==> src/rtl/acrg_pkg.sv <==
package acrg_pkg;
  localparam int CTRL_W      = 32;
  localparam int MULT_W      = 3;
  localparam int FRAME_TICKS = 1536;
  localparam int HALF_FRAME  = FRAME_TICKS / 2;
  localparam int STEP_512    = FRAME_TICKS / 512;
  localparam int STEP_384    = FRAME_TICKS / 384;
  localparam int SLOTS_NARROW = 32;
  localparam int SLOTS_WIDE   = 48;
  localparam int MAX_PERIOD  = 48;
  localparam int DIV_W       = $clog2(MAX_PERIOD + 1);
  localparam int SHIFT_W     = DIV_W + (1 << MULT_W);
  localparam int MAX_LEGAL_CODE = 4;

  // control word field positions
  localparam int POS_SRST = 31;
  localparam int POS_GATE = 30;
  localparam int POS_MHI  = 29;
  localparam int POS_MLO  = 27;
  localparam int POS_FAM  = 26;
  localparam int POS_WIDE = 3;
  localparam int POS_RUN  = 0;

  typedef struct packed {
    logic              srst;
    logic              gate;
    logic [MULT_W-1:0] mult;
    logic              fam384;
    logic              wide;
    logic              run;
  } ctrl_fields_t;

  function automatic ctrl_fields_t split_ctrl(input logic [CTRL_W-1:0] w);
    ctrl_fields_t f;
    f.srst   = w[POS_SRST];
    f.gate   = w[POS_GATE];
    f.mult   = w[POS_MHI:POS_MLO];
    f.fam384 = w[POS_FAM];
    f.wide   = w[POS_WIDE];
    f.run    = w[POS_RUN];
    return f;
  endfunction
endpackage

==> src/rtl/acrg_ratio_decode.sv <==
module acrg_ratio_decode
  import acrg_pkg::*;
(
  input  logic [CTRL_W-1:0] ctrl_word,
  output logic [DIV_W-1:0]  mclk_last,
  output logic [DIV_W-1:0]  bclk_last,
  output logic [DIV_W-1:0]  slot_last,
  output logic [DIV_W-1:0]  slot_half,
  output logic              code_bad,
  output logic              run_ok
);
  ctrl_fields_t        f;
  logic [SHIFT_W-1:0]  period_w;
  logic [DIV_W-1:0]    mclk_period;
  logic [DIV_W-1:0]    slots;

  always_comb begin
    f = split_ctrl(ctrl_word);
    code_bad = (f.mult > MULT_W'(MAX_LEGAL_CODE)) ||
               (f.fam384 && (f.mult == MULT_W'(MAX_LEGAL_CODE)));
    period_w = (f.fam384 ? SHIFT_W'(STEP_384) : SHIFT_W'(STEP_512)) << f.mult;
    mclk_period = period_w[DIV_W-1:0];
    slots = f.wide ? DIV_W'(SLOTS_WIDE) : DIV_W'(SLOTS_NARROW);
    if (code_bad) begin
      mclk_last = '0;
      bclk_last = '0;
      slot_last = '0;
      slot_half = '0;
    end else begin
      mclk_last = mclk_period - DIV_W'(1);
      // bit period in base ticks: frame / slots
      bclk_last = (f.wide ? DIV_W'(FRAME_TICKS / SLOTS_WIDE)
                          : DIV_W'(FRAME_TICKS / SLOTS_NARROW)) - DIV_W'(1);
      slot_last = slots - DIV_W'(1);
      slot_half = slots >> 1;
    end
    run_ok = f.run && !f.gate && !f.srst && !code_bad;
  end
endmodule

==> src/rtl/acrg_modcount.sv <==
module acrg_modcount #(
  parameter int W = 6
) (
  input  logic         clk,
  input  logic         rst_n,
  input  logic         clr,
  input  logic         adv,
  input  logic [W-1:0] last,
  output logic [W-1:0] cnt,
  output logic         at_zero,
  output logic         at_last
);
  logic [W-1:0] cnt_d;

  always_comb begin
    cnt_d = cnt;
    if (clr) begin
      cnt_d = '0;
    end else if (adv) begin
      if (cnt >= last) cnt_d = '0;
      else             cnt_d = cnt + W'(1);
    end
  end

  always_ff @(posedge clk or negedge rst_n) begin
    if (!rst_n) cnt <= '0;
    else        cnt <= cnt_d;
  end

  assign at_zero = (cnt == '0);
  assign at_last = (cnt >= last);

  AST_CNT_IN_RANGE: assert property (@(posedge clk) disable iff (!rst_n || clr)
    cnt <= last);

  AST_CLR_EMPTIES: assert property (@(posedge clk) disable iff (!rst_n)
    clr |=> (cnt == '0));
endmodule

==> src/rtl/audio_clk_ratio_gen.sv <==
module audio_clk_ratio_gen
  import acrg_pkg::*;
#(
  parameter int BASE_DIV = 1
) (
  input  logic              clk,
  input  logic              rst_n,
  input  logic [CTRL_W-1:0] ctrl_word,
  output logic              mclk_pulse_o,
  output logic              bclk_pulse_o,
  output logic              lrclk_o,
  output logic              cfg_err_o
);
  localparam int PRE_W = (BASE_DIV > 1) ? $clog2(BASE_DIV) : 1;

  logic [DIV_W-1:0] mclk_last, bclk_last, slot_last, slot_half;
  logic             code_bad, run_ok;
  logic             en_q, err_q;
  logic             base_tick;
  logic             pre_zero, pre_lastf;
  logic [PRE_W-1:0] pre_cnt;
  logic [DIV_W-1:0] m_cnt, b_cnt, s_cnt;
  logic             m_zero, m_lastf, b_zero, b_lastf, s_zero, s_lastf;
  logic             mclk_d, bclk_d, lr_d;
  logic             mclk_q, bclk_q, lr_q;

  acrg_ratio_decode u_decode (
    .ctrl_word (ctrl_word),
    .mclk_last (mclk_last),
    .bclk_last (bclk_last),
    .slot_last (slot_last),
    .slot_half (slot_half),
    .code_bad  (code_bad),
    .run_ok    (run_ok)
  );

  always_ff @(posedge clk or negedge rst_n) begin
    if (!rst_n) begin
      en_q  <= 1'b0;
      err_q <= 1'b0;
    end else begin
      en_q  <= run_ok;
      err_q <= code_bad;
    end
  end

  // base tick prescaler: one base tick per BASE_DIV system cycles
  acrg_modcount #(.W(PRE_W)) u_pre (
    .clk (clk), .rst_n (rst_n), .clr (!en_q), .adv (en_q),
    .last (PRE_W'(BASE_DIV - 1)),
    .cnt (pre_cnt), .at_zero (pre_zero), .at_last (pre_lastf)
  );

  assign base_tick = en_q && pre_zero;

  acrg_modcount #(.W(DIV_W)) u_mdiv (
    .clk (clk), .rst_n (rst_n), .clr (!en_q), .adv (base_tick),
    .last (mclk_last),
    .cnt (m_cnt), .at_zero (m_zero), .at_last (m_lastf)
  );

  acrg_modcount #(.W(DIV_W)) u_bdiv (
    .clk (clk), .rst_n (rst_n), .clr (!en_q), .adv (base_tick),
    .last (bclk_last),
    .cnt (b_cnt), .at_zero (b_zero), .at_last (b_lastf)
  );

  // bit index within the frame, advanced at the end of each bit period
  acrg_modcount #(.W(DIV_W)) u_slot (
    .clk (clk), .rst_n (rst_n), .clr (!en_q), .adv (base_tick && b_lastf),
    .last (slot_last),
    .cnt (s_cnt), .at_zero (s_zero), .at_last (s_lastf)
  );

  always_comb begin
    mclk_d = base_tick && m_zero;
    bclk_d = base_tick && b_zero;
    lr_d   = lr_q;
    if (!en_q)                      lr_d = 1'b0;
    else if (base_tick && b_zero)   lr_d = (s_cnt >= slot_half);
  end

  always_ff @(posedge clk or negedge rst_n) begin
    if (!rst_n) begin
      mclk_q <= 1'b0;
      bclk_q <= 1'b0;
      lr_q   <= 1'b0;
    end else begin
      mclk_q <= mclk_d;
      bclk_q <= bclk_d;
      lr_q   <= lr_d;
    end
  end

  assign mclk_pulse_o = mclk_q;
  assign bclk_pulse_o = bclk_q;
  assign lrclk_o      = lr_q;
  assign cfg_err_o    = err_q;

  AST_IDLE_QUIET: assert property (@(posedge clk) disable iff (!rst_n)
    !en_q |=> (!mclk_pulse_o && !bclk_pulse_o && !lrclk_o));

  AST_ERR_QUIET: assert property (@(posedge clk) disable iff (!rst_n)
    cfg_err_o |=> (!mclk_pulse_o && !bclk_pulse_o));

  AST_LR_ON_BCLK: assert property (@(posedge clk) disable iff (!rst_n)
    ($past(en_q) && !$stable(lrclk_o)) |-> bclk_pulse_o);

  AST_START_TOGETHER: assert property (@(posedge clk) disable iff (!rst_n)
    $rose(en_q) |=> (mclk_pulse_o && bclk_pulse_o && !lrclk_o));
endmodule

==> config.mk <==
export PLATFORM = sky130hd
export DESIGN_NAME = audio_clk_ratio_gen
export DESIGN_NICKNAME = d
export VERILOG_FILES = /design/src/rtl/acrg_pkg.sv /design/src/rtl/acrg_ratio_decode.sv /design/src/rtl/acrg_modcount.sv /design/src/rtl/audio_clk_ratio_gen.sv
export SDC_FILE = /design/constraint.sdc
export NUM_CORES = 1
export LEC_CHECK = 0
export BUFFER_PORTS_ARGS = -buffer_cell sky130_fd_sc_hd__buf_2
export CAP_MARGIN = 20
export CELL_PAD_IN_SITES_DETAIL_PLACEMENT = 1
export CELL_PAD_IN_SITES_GLOBAL_PLACEMENT = 2
export CORE_ASPECT_RATIO = 1.5
export CORE_MARGIN = 4
export CORE_UTILIZATION = 36
export CTS_CLUSTER_DIAMETER = 40
export CTS_CLUSTER_SIZE = 20
export DETAILED_ROUTE_END_ITERATION = 8
export PLACE_DENSITY_LB_ADDON = 0.1
export SYNTH_ARGS = -nofsm -noshare
export SYNTH_HDL_FRONTEND = slang
export SYNTH_HIERARCHICAL = 1
export SYNTH_SLANG_ARGS = --single-unit
==> constraint.sdc <==
create_clock -name clk -period 2.35 [get_ports clk]
set_input_delay 0.1175 -clock clk [delete_from_list [all_inputs] [get_ports clk]]
set_output_delay 0.1175 -clock clk [all_outputs]
set_load 0.01 [all_outputs]
==> flow_summary.yaml, run 1 <==
grt:
  antenna_found_initial: 0
  overflow: 0
  grt_pass1_vias: 1894
  grt_usage_pct: 14.3
  grt_max_degree: 27
  grt_pass1_wl_mm: 9.16
pwr:
  power_density_nw_per_um2: 328
  leakagePower_nw: 1.18
  vdd_drop_max_uv: 163
floorplan:
  die_h_um: 108
  initial_core_util_pct: 37.0
  ios: 38
  rows: 36
  die_x_um: 74.9
  dieArea_um2: 8110
  core_um2: 6530
timing:
  drv_slew: 0
  fin_worst_skew_ns: 0.00647
  rsz0062_at_grt: "false"
  timing.final.crit_share_pct: 92.2
  worst_pin_slew_ns: 0.545
  min_period_ns: 2.17
  relSlewSlack_pct: 63.7
  hold_viol_final: 0
  max_freq_ghz: 0.462
  setup-violations-final: 0
worst_setup_path:
  crit_family: "compound AO/OA/AOI/OAI gates"
  cp_num_buf_inv: 1
  slowest_delay_ns: 0.44
  critPathSlowestCell: "dfrtp_2"
  worst-setup-path-type: "reg -> reg"
  r2r_start: "u_bdiv/cnt[0]$_DFFE_PN0P_"
  cp-start-kind: "flip-flop"
  cp_max_fo: 5
  arrival_ns: 2.34
  reg2reg_to: "u_slot/cnt[5]$_DFFE_PN0P_"
  r2r_slack_ns: 0.18
  r2r_cells: 10
  cp_cell_sequence: "inv_1 > ha_1 > nand2b_4 > a21oi_4 > o221ai_4 > and3_4 > o2111ai_2 > nor2_2 > xnor2_1 > a211oi_2"
  cp-end-kind: "flip-flop"
  cp_data_required_time_ns: 2.53
finish:
  nets: 335
  area_growth_pct: 10.5
  multi_input_area_um2: 1580
  finish.utilization_pct: 40.9
  layout_common_cells: "inv_1 (32), ha_1 (30), dfrtp_1 (23)"
  post-route-cell-area_um2: 2670
  drive_above_1_share_pct: 32.3
  seqCellArea_um2: 602
  insertedDiodeCount: 0
  fillers: 784
  final_common_cell: "inv_1"
placement:
  io_buffer_count: 13
  place_congestion: 0.749
  dp_hpwl_mm: 4.13
  dpl_cell_area_um2: 2580
clock_tree:
  clk_root_buffer_cell: "clkbuf_8"
  cts.clk_slew.worst_paths_ns: 0.08
  cts_tree: "done"
  clock_path_buffers: 2
  cts_buffers: 3
  clk_latency_ns: 0.27
  cts_htree_levels: 1
  cts_setup_buffers: 0
  cts.sink_count: 24
detailed_routing:
  drc_errors: 0
  drtIter0Drc: 32
  vias: 1801
  ant_nets: 0
  routedWlPerCell_um: 15.0
  first_pass_iters: 4
  viasPerCell: 5.27
  wl_mm: 5.14
synth:
  syn_inst: 251
  synth_warnings: 6
  syn_area_um2: 2410
  avgSynthCellArea_um2: 9.62
run:
  drv_cap: 0
min_path:
  worstHoldStart: "ctrl_word[30]"
  min_to: "en_q$_DFF_PN0_"
  hp-class: "in -> reg"
  hold_depth: 2
status:
  status: "complete, no violations"
how the worst max path moves through the flow:
stage,startpoint,to,depth (start not counted)
after floorplan,ctrl_word[28],u_slot/cnt[4]$_DFFE_PN0P_,13
after global placement,ctrl_word[26],u_slot/cnt[5]$_DFFE_PN0P_,14
after detailed placement,ctrl_word[26],u_slot/cnt[5]$_DFFE_PN0P_,14
after CTS,ctrl_word[26],u_slot/cnt[5]$_DFFE_PN0P_,14
after global routing,ctrl_word[26],u_mdiv/cnt[4]$_DFFE_PN0P_,12
final,u_bdiv/cnt[0]$_DFFE_PN0P_,u_slot/cnt[5]$_DFFE_PN0P_,10
sequential cells by signal (all words and copies together), names as in the netlist:
signal / count
bclk_pulse_o: 1
u_bdiv/cnt: 6
mclk_pulse_o: 1
lrclk_o: 1
u_slot/cnt: 6
u_pre/cnt: 1
en_q: 1
cfg_err_o: 1
u_mdiv/cnt: 6
area by class of cell:
| type | instances | share of cell area, % |
|---|---|---|
| Clock buffer | 3 | 1.55 |
| Timing Repair Buffer | 33 | 8.30 |
| Sequential cell | 24 | 22.6 |
| Inverter | 35 | 5.02 |
| Tap cell | 76 | 3.56 |
| Multi-Input combinational cell | 171 | 59.0 |
timing repair:
action                     CTS  global route
hold endpoints to repair    24             0
hold buffers                 1             0
gates resized for setup      0            10
setup endpoints to repair    0             6
worst register-to-register path: stages (launching register included):
cell and delay [ns]:
dfrtp_2 0.44, inv_1 0.10, ha_1 0.23, nand2b_4 0.15, a21oi_4 0.17, o221ai_4 0.14, and3_4 0.23, o2111ai_2 0.24
nor2_2 0.06, xnor2_1 0.13, a211oi_2 0.20
power by group:
| group | internal (mW) | leakage [nW] | switching, mW |
|---|---|---|---|
| registers | 0.416 | 0.331 | 0.00226 |
| clock network | 0.115 | 0.0216 | 0.126 |
| logic | 0.0944 | 0.828 | 0.123 |
| total | 0.625 | 1.18 | 0.251 |
stage by stage:
stage / hold slack, ns / setup slack (ns) / cells / total power, mW / setup TNS, ns
after detailed placement: 0.144 / -0.158 / 338 / 0.642 / -0.848
after global routing: 0.00841 / 0.0287 / 342 / 0.937 / 0
after global placement: 0.142 / -0.122 / 338 / 0.638 / -0.552
after CTS: 0.00470 / 0.120 / 342 / 0.892 / 0
final: 0.0179 / 0.184 / 342 / 0.876 / 0
after floorplan: -0.178 / -0.116 / 254 / 0.592 / -0.346
routing by layer:
| metal | wire (µm) | part of all wire (%) | GRT usage (%) |
|---|---|---|---|
| met1 | 2090 | 41 | 17.3 |
| met2 | 2920 | 57 | 26.9 |
| met5 | 0 | 0 | 0 |
| met3 | 54 | 1.1 | 0.279 |
| met4 | 78 | 1.5 | 3.94 |
Note: power is estimated with default switching activity, not from simulation.
==> inputs of run 2 (changes only) <==
--- a/config.mk
+++ b/config.mk
@@ -7,15 +7,14 @@
 export LEC_CHECK = 0
 export BUFFER_PORTS_ARGS = -buffer_cell sky130_fd_sc_hd__buf_2
 export CAP_MARGIN = 20
-export CELL_PAD_IN_SITES_DETAIL_PLACEMENT = 1
-export CELL_PAD_IN_SITES_GLOBAL_PLACEMENT = 2
 export CORE_ASPECT_RATIO = 1.5
 export CORE_MARGIN = 4
-export CORE_UTILIZATION = 36
+export CORE_UTILIZATION = 58
 export CTS_CLUSTER_DIAMETER = 40
 export CTS_CLUSTER_SIZE = 20
 export DETAILED_ROUTE_END_ITERATION = 8
-export PLACE_DENSITY_LB_ADDON = 0.1
+export HOLD_SLACK_MARGIN = 0.03
+export PLACE_DENSITY = 0.81
 export SYNTH_ARGS = -nofsm -noshare
 export SYNTH_HDL_FRONTEND = slang
 export SYNTH_HIERARCHICAL = 1
==> run 2 against run 1 <==
  * Sequential cell count unchanged
  * Global-route usage up 4.6 points
  * Register-to-register slack about the same
  * Critical path depth increased by 4
  * Die area shrank 35%
  * Fmax is 1.4% lower
  * Combinational power about the same
  * Hold slack improved by 0.34 ns
  * Wire length fell by 15%
  * Critical endpoint unchanged
  * Highest routed layer unchanged
==> flow_summary.yaml, run 2 (synthesis gave the netlist of run 1 again) <==
grt:
  grt_usage_pct: 19.0
  overflow: 0
  grt_pass1_wl_mm: 7.80
  grt_pass1_vias: 1878
  grt_max_degree: 25
  antenna_found_initial: 0
worst_setup_path:
  cp_data_required_time_ns: 2.54
  cp-end-kind: "flip-flop"
  cp_cell_sequence: "buf_2 > o31ai_4 > buf_12 > inv_4 > nor2_4 > inv_2 > ha_4 > nand4_1 > o221ai_4 > and3_4 > o2111ai_2 > nor2_2 > xnor2_1 > a211oi_2"
  arrival_ns: 2.38
  crit_family: "compound AO/OA/AOI/OAI gates"
  slowest_delay_ns: 0.28
  critPathSlowestCell: "o31ai_4"
  worst-setup-path-type: "in -> reg"
  cp-start-kind: "input pin"
  cp_num_buf_inv: 4
  cp_max_fo: 6
timing:
  layout_setup_ws_ns: 0.154
  setup-violations-final: 0
  max_freq_ghz: 0.455
  drv_slew: 0
  tns_ns: 0
  fin_worst_skew_ns: 0.00156
  min_period_ns: 2.20
  relSlewSlack_pct: 63.7
  hold_viol_final: 0
  rsz0062_at_grt: "false"
  worst_pin_slew_ns: 0.545
  timing.final.crit_share_pct: 93.5
floorplan:
  rows: 28
  initial_core_util_pct: 60.5
  core_um2: 3990
  dieArea_um2: 5280
  die_h_um: 87.0
  ios: 38
  die_x_um: 60.7
pwr:
  vdd_drop_max_uv: 258
  leakagePower_nw: 1.21
  power_uw: 913
  power_density_nw_per_um2: 345
detailed_routing:
  first_pass_iters: 4
  viasPerCell: 5.72
  routedWlPerCell_um: 13.8
  ant_nets: 0
  drtIter0Drc: 63
  drc_errors: 0
  wl_mm: 4.35
  vias: 1803
run:
  drv_cap: 0
clock_tree:
  cts_htree_levels: 1
  clk_latency_ns: 0.26
  clock_path_buffers: 2
  cts_tree: "done"
  clk_root_buffer_cell: "clkbuf_8"
  cts_buffers: 3
  cts.clk_slew.worst_paths_ns: 0.08
  cts.sink_count: 24
finish:
  insertedDiodeCount: 0
  final_common_cell: "inv_1"
  nets: 338
  area_growth_pct: 9.69
  layout_common_cells: "inv_1 (33), ha_1 (32), dfrtp_1 (24)"
  drive_above_1_share_pct: 29.3
  reg_top3: "u_bdiv/cnt (6), u_mdiv/cnt (6), u_slot/cnt (6)"
  finish.utilization_pct: 66.3
placement:
  io_buffer_count: 13
  dp_hpwl_mm: 3.43
  dpl_worst_slack_ns: -0.111
  place_congestion: 0.780
min_path:
  hp-class: "in -> async"
status:
  status: "complete, no violations"
run 2: cell type report:
| cell class | count | area (µm²) |
|---|---|---|
| tap | 45 | 56.3 |
| fill | 332 | 1350 |
| timing repair buffer | 36 | 258 |
| multi-input combinational | 171 | 1550 |
| sequential | 24 | 601 |
| inverter | 35 | 134 |
| clock buffer | 4 | 55.1 |
run 2: final timing paths:
kind | startpoint | to | slack, ns | cells past startpoint
worst max-delay path | ctrl_word[28] | u_slot/cnt[5]$_DFFE_PN0P_ | 0.15 | 14
worst min-delay path | rst_n | u_slot/cnt[3]$_DFFE_PN0P_ | 0.36 | 2
worst max register to register | u_bdiv/cnt[0]$_DFFE_PN0P_ | u_slot/cnt[5]$_DFFE_PN0P_ | 0.17 | 10
worst min register to register | u_pre/cnt$_DFFE_PN0P_ | u_pre/cnt$_DFFE_PN0P_ | 0.58 | 2
max in group asynchronous | rst_n | u_bdiv/cnt[3]$_DFFE_PN0P_ | 1.63 | 2
min in group clk | ctrl_word[29] | cfg_err_o$_DFF_PN0_ | 0.40 | 5
run 2: routing by layer:
layer  global-route usage (%)  vias up  part of all wire (%)
met5                        0        -                     0
met4                     7.30        0                   2.6
met3                     1.34        9                   1.5
met2                     36.2       16                    55
met1                     20.6      871                    41
li1                         -      907                     -
run 2: metrics by stage:
| stage | cell area [µm²] | instances | hold WS, ns |
|---|---|---|---|
| after floorplan | 2460 | 254 | -0.178 |
| after global placement | 2560 | 307 | 0.134 |
| after detailed placement | 2560 | 307 | 0.132 |
| after CTS | 2640 | 314 | 0.374 |
| after global routing | 2650 | 315 | 0.423 |
| final | 2650 | 315 | 0.359 |
run 2: power by group:
part | internal [mW] | leakage [nW] | switching, mW
combinational | 0.0964 | 0.849 | 0.118
sequential | 0.416 | 0.332 | 0.00200
clock | 0.150 | 0.0288 | 0.131
total | 0.662 | 1.21 | 0.251
run 2: timing repair:
action                                 in CTS  in global routing
setup buffers                               0                  1
gates resized for setup                     0                  0
hold buffers                                3                  0
setup endpoints to repair                   0                  1
endpoints found under the hold margin      25                  0
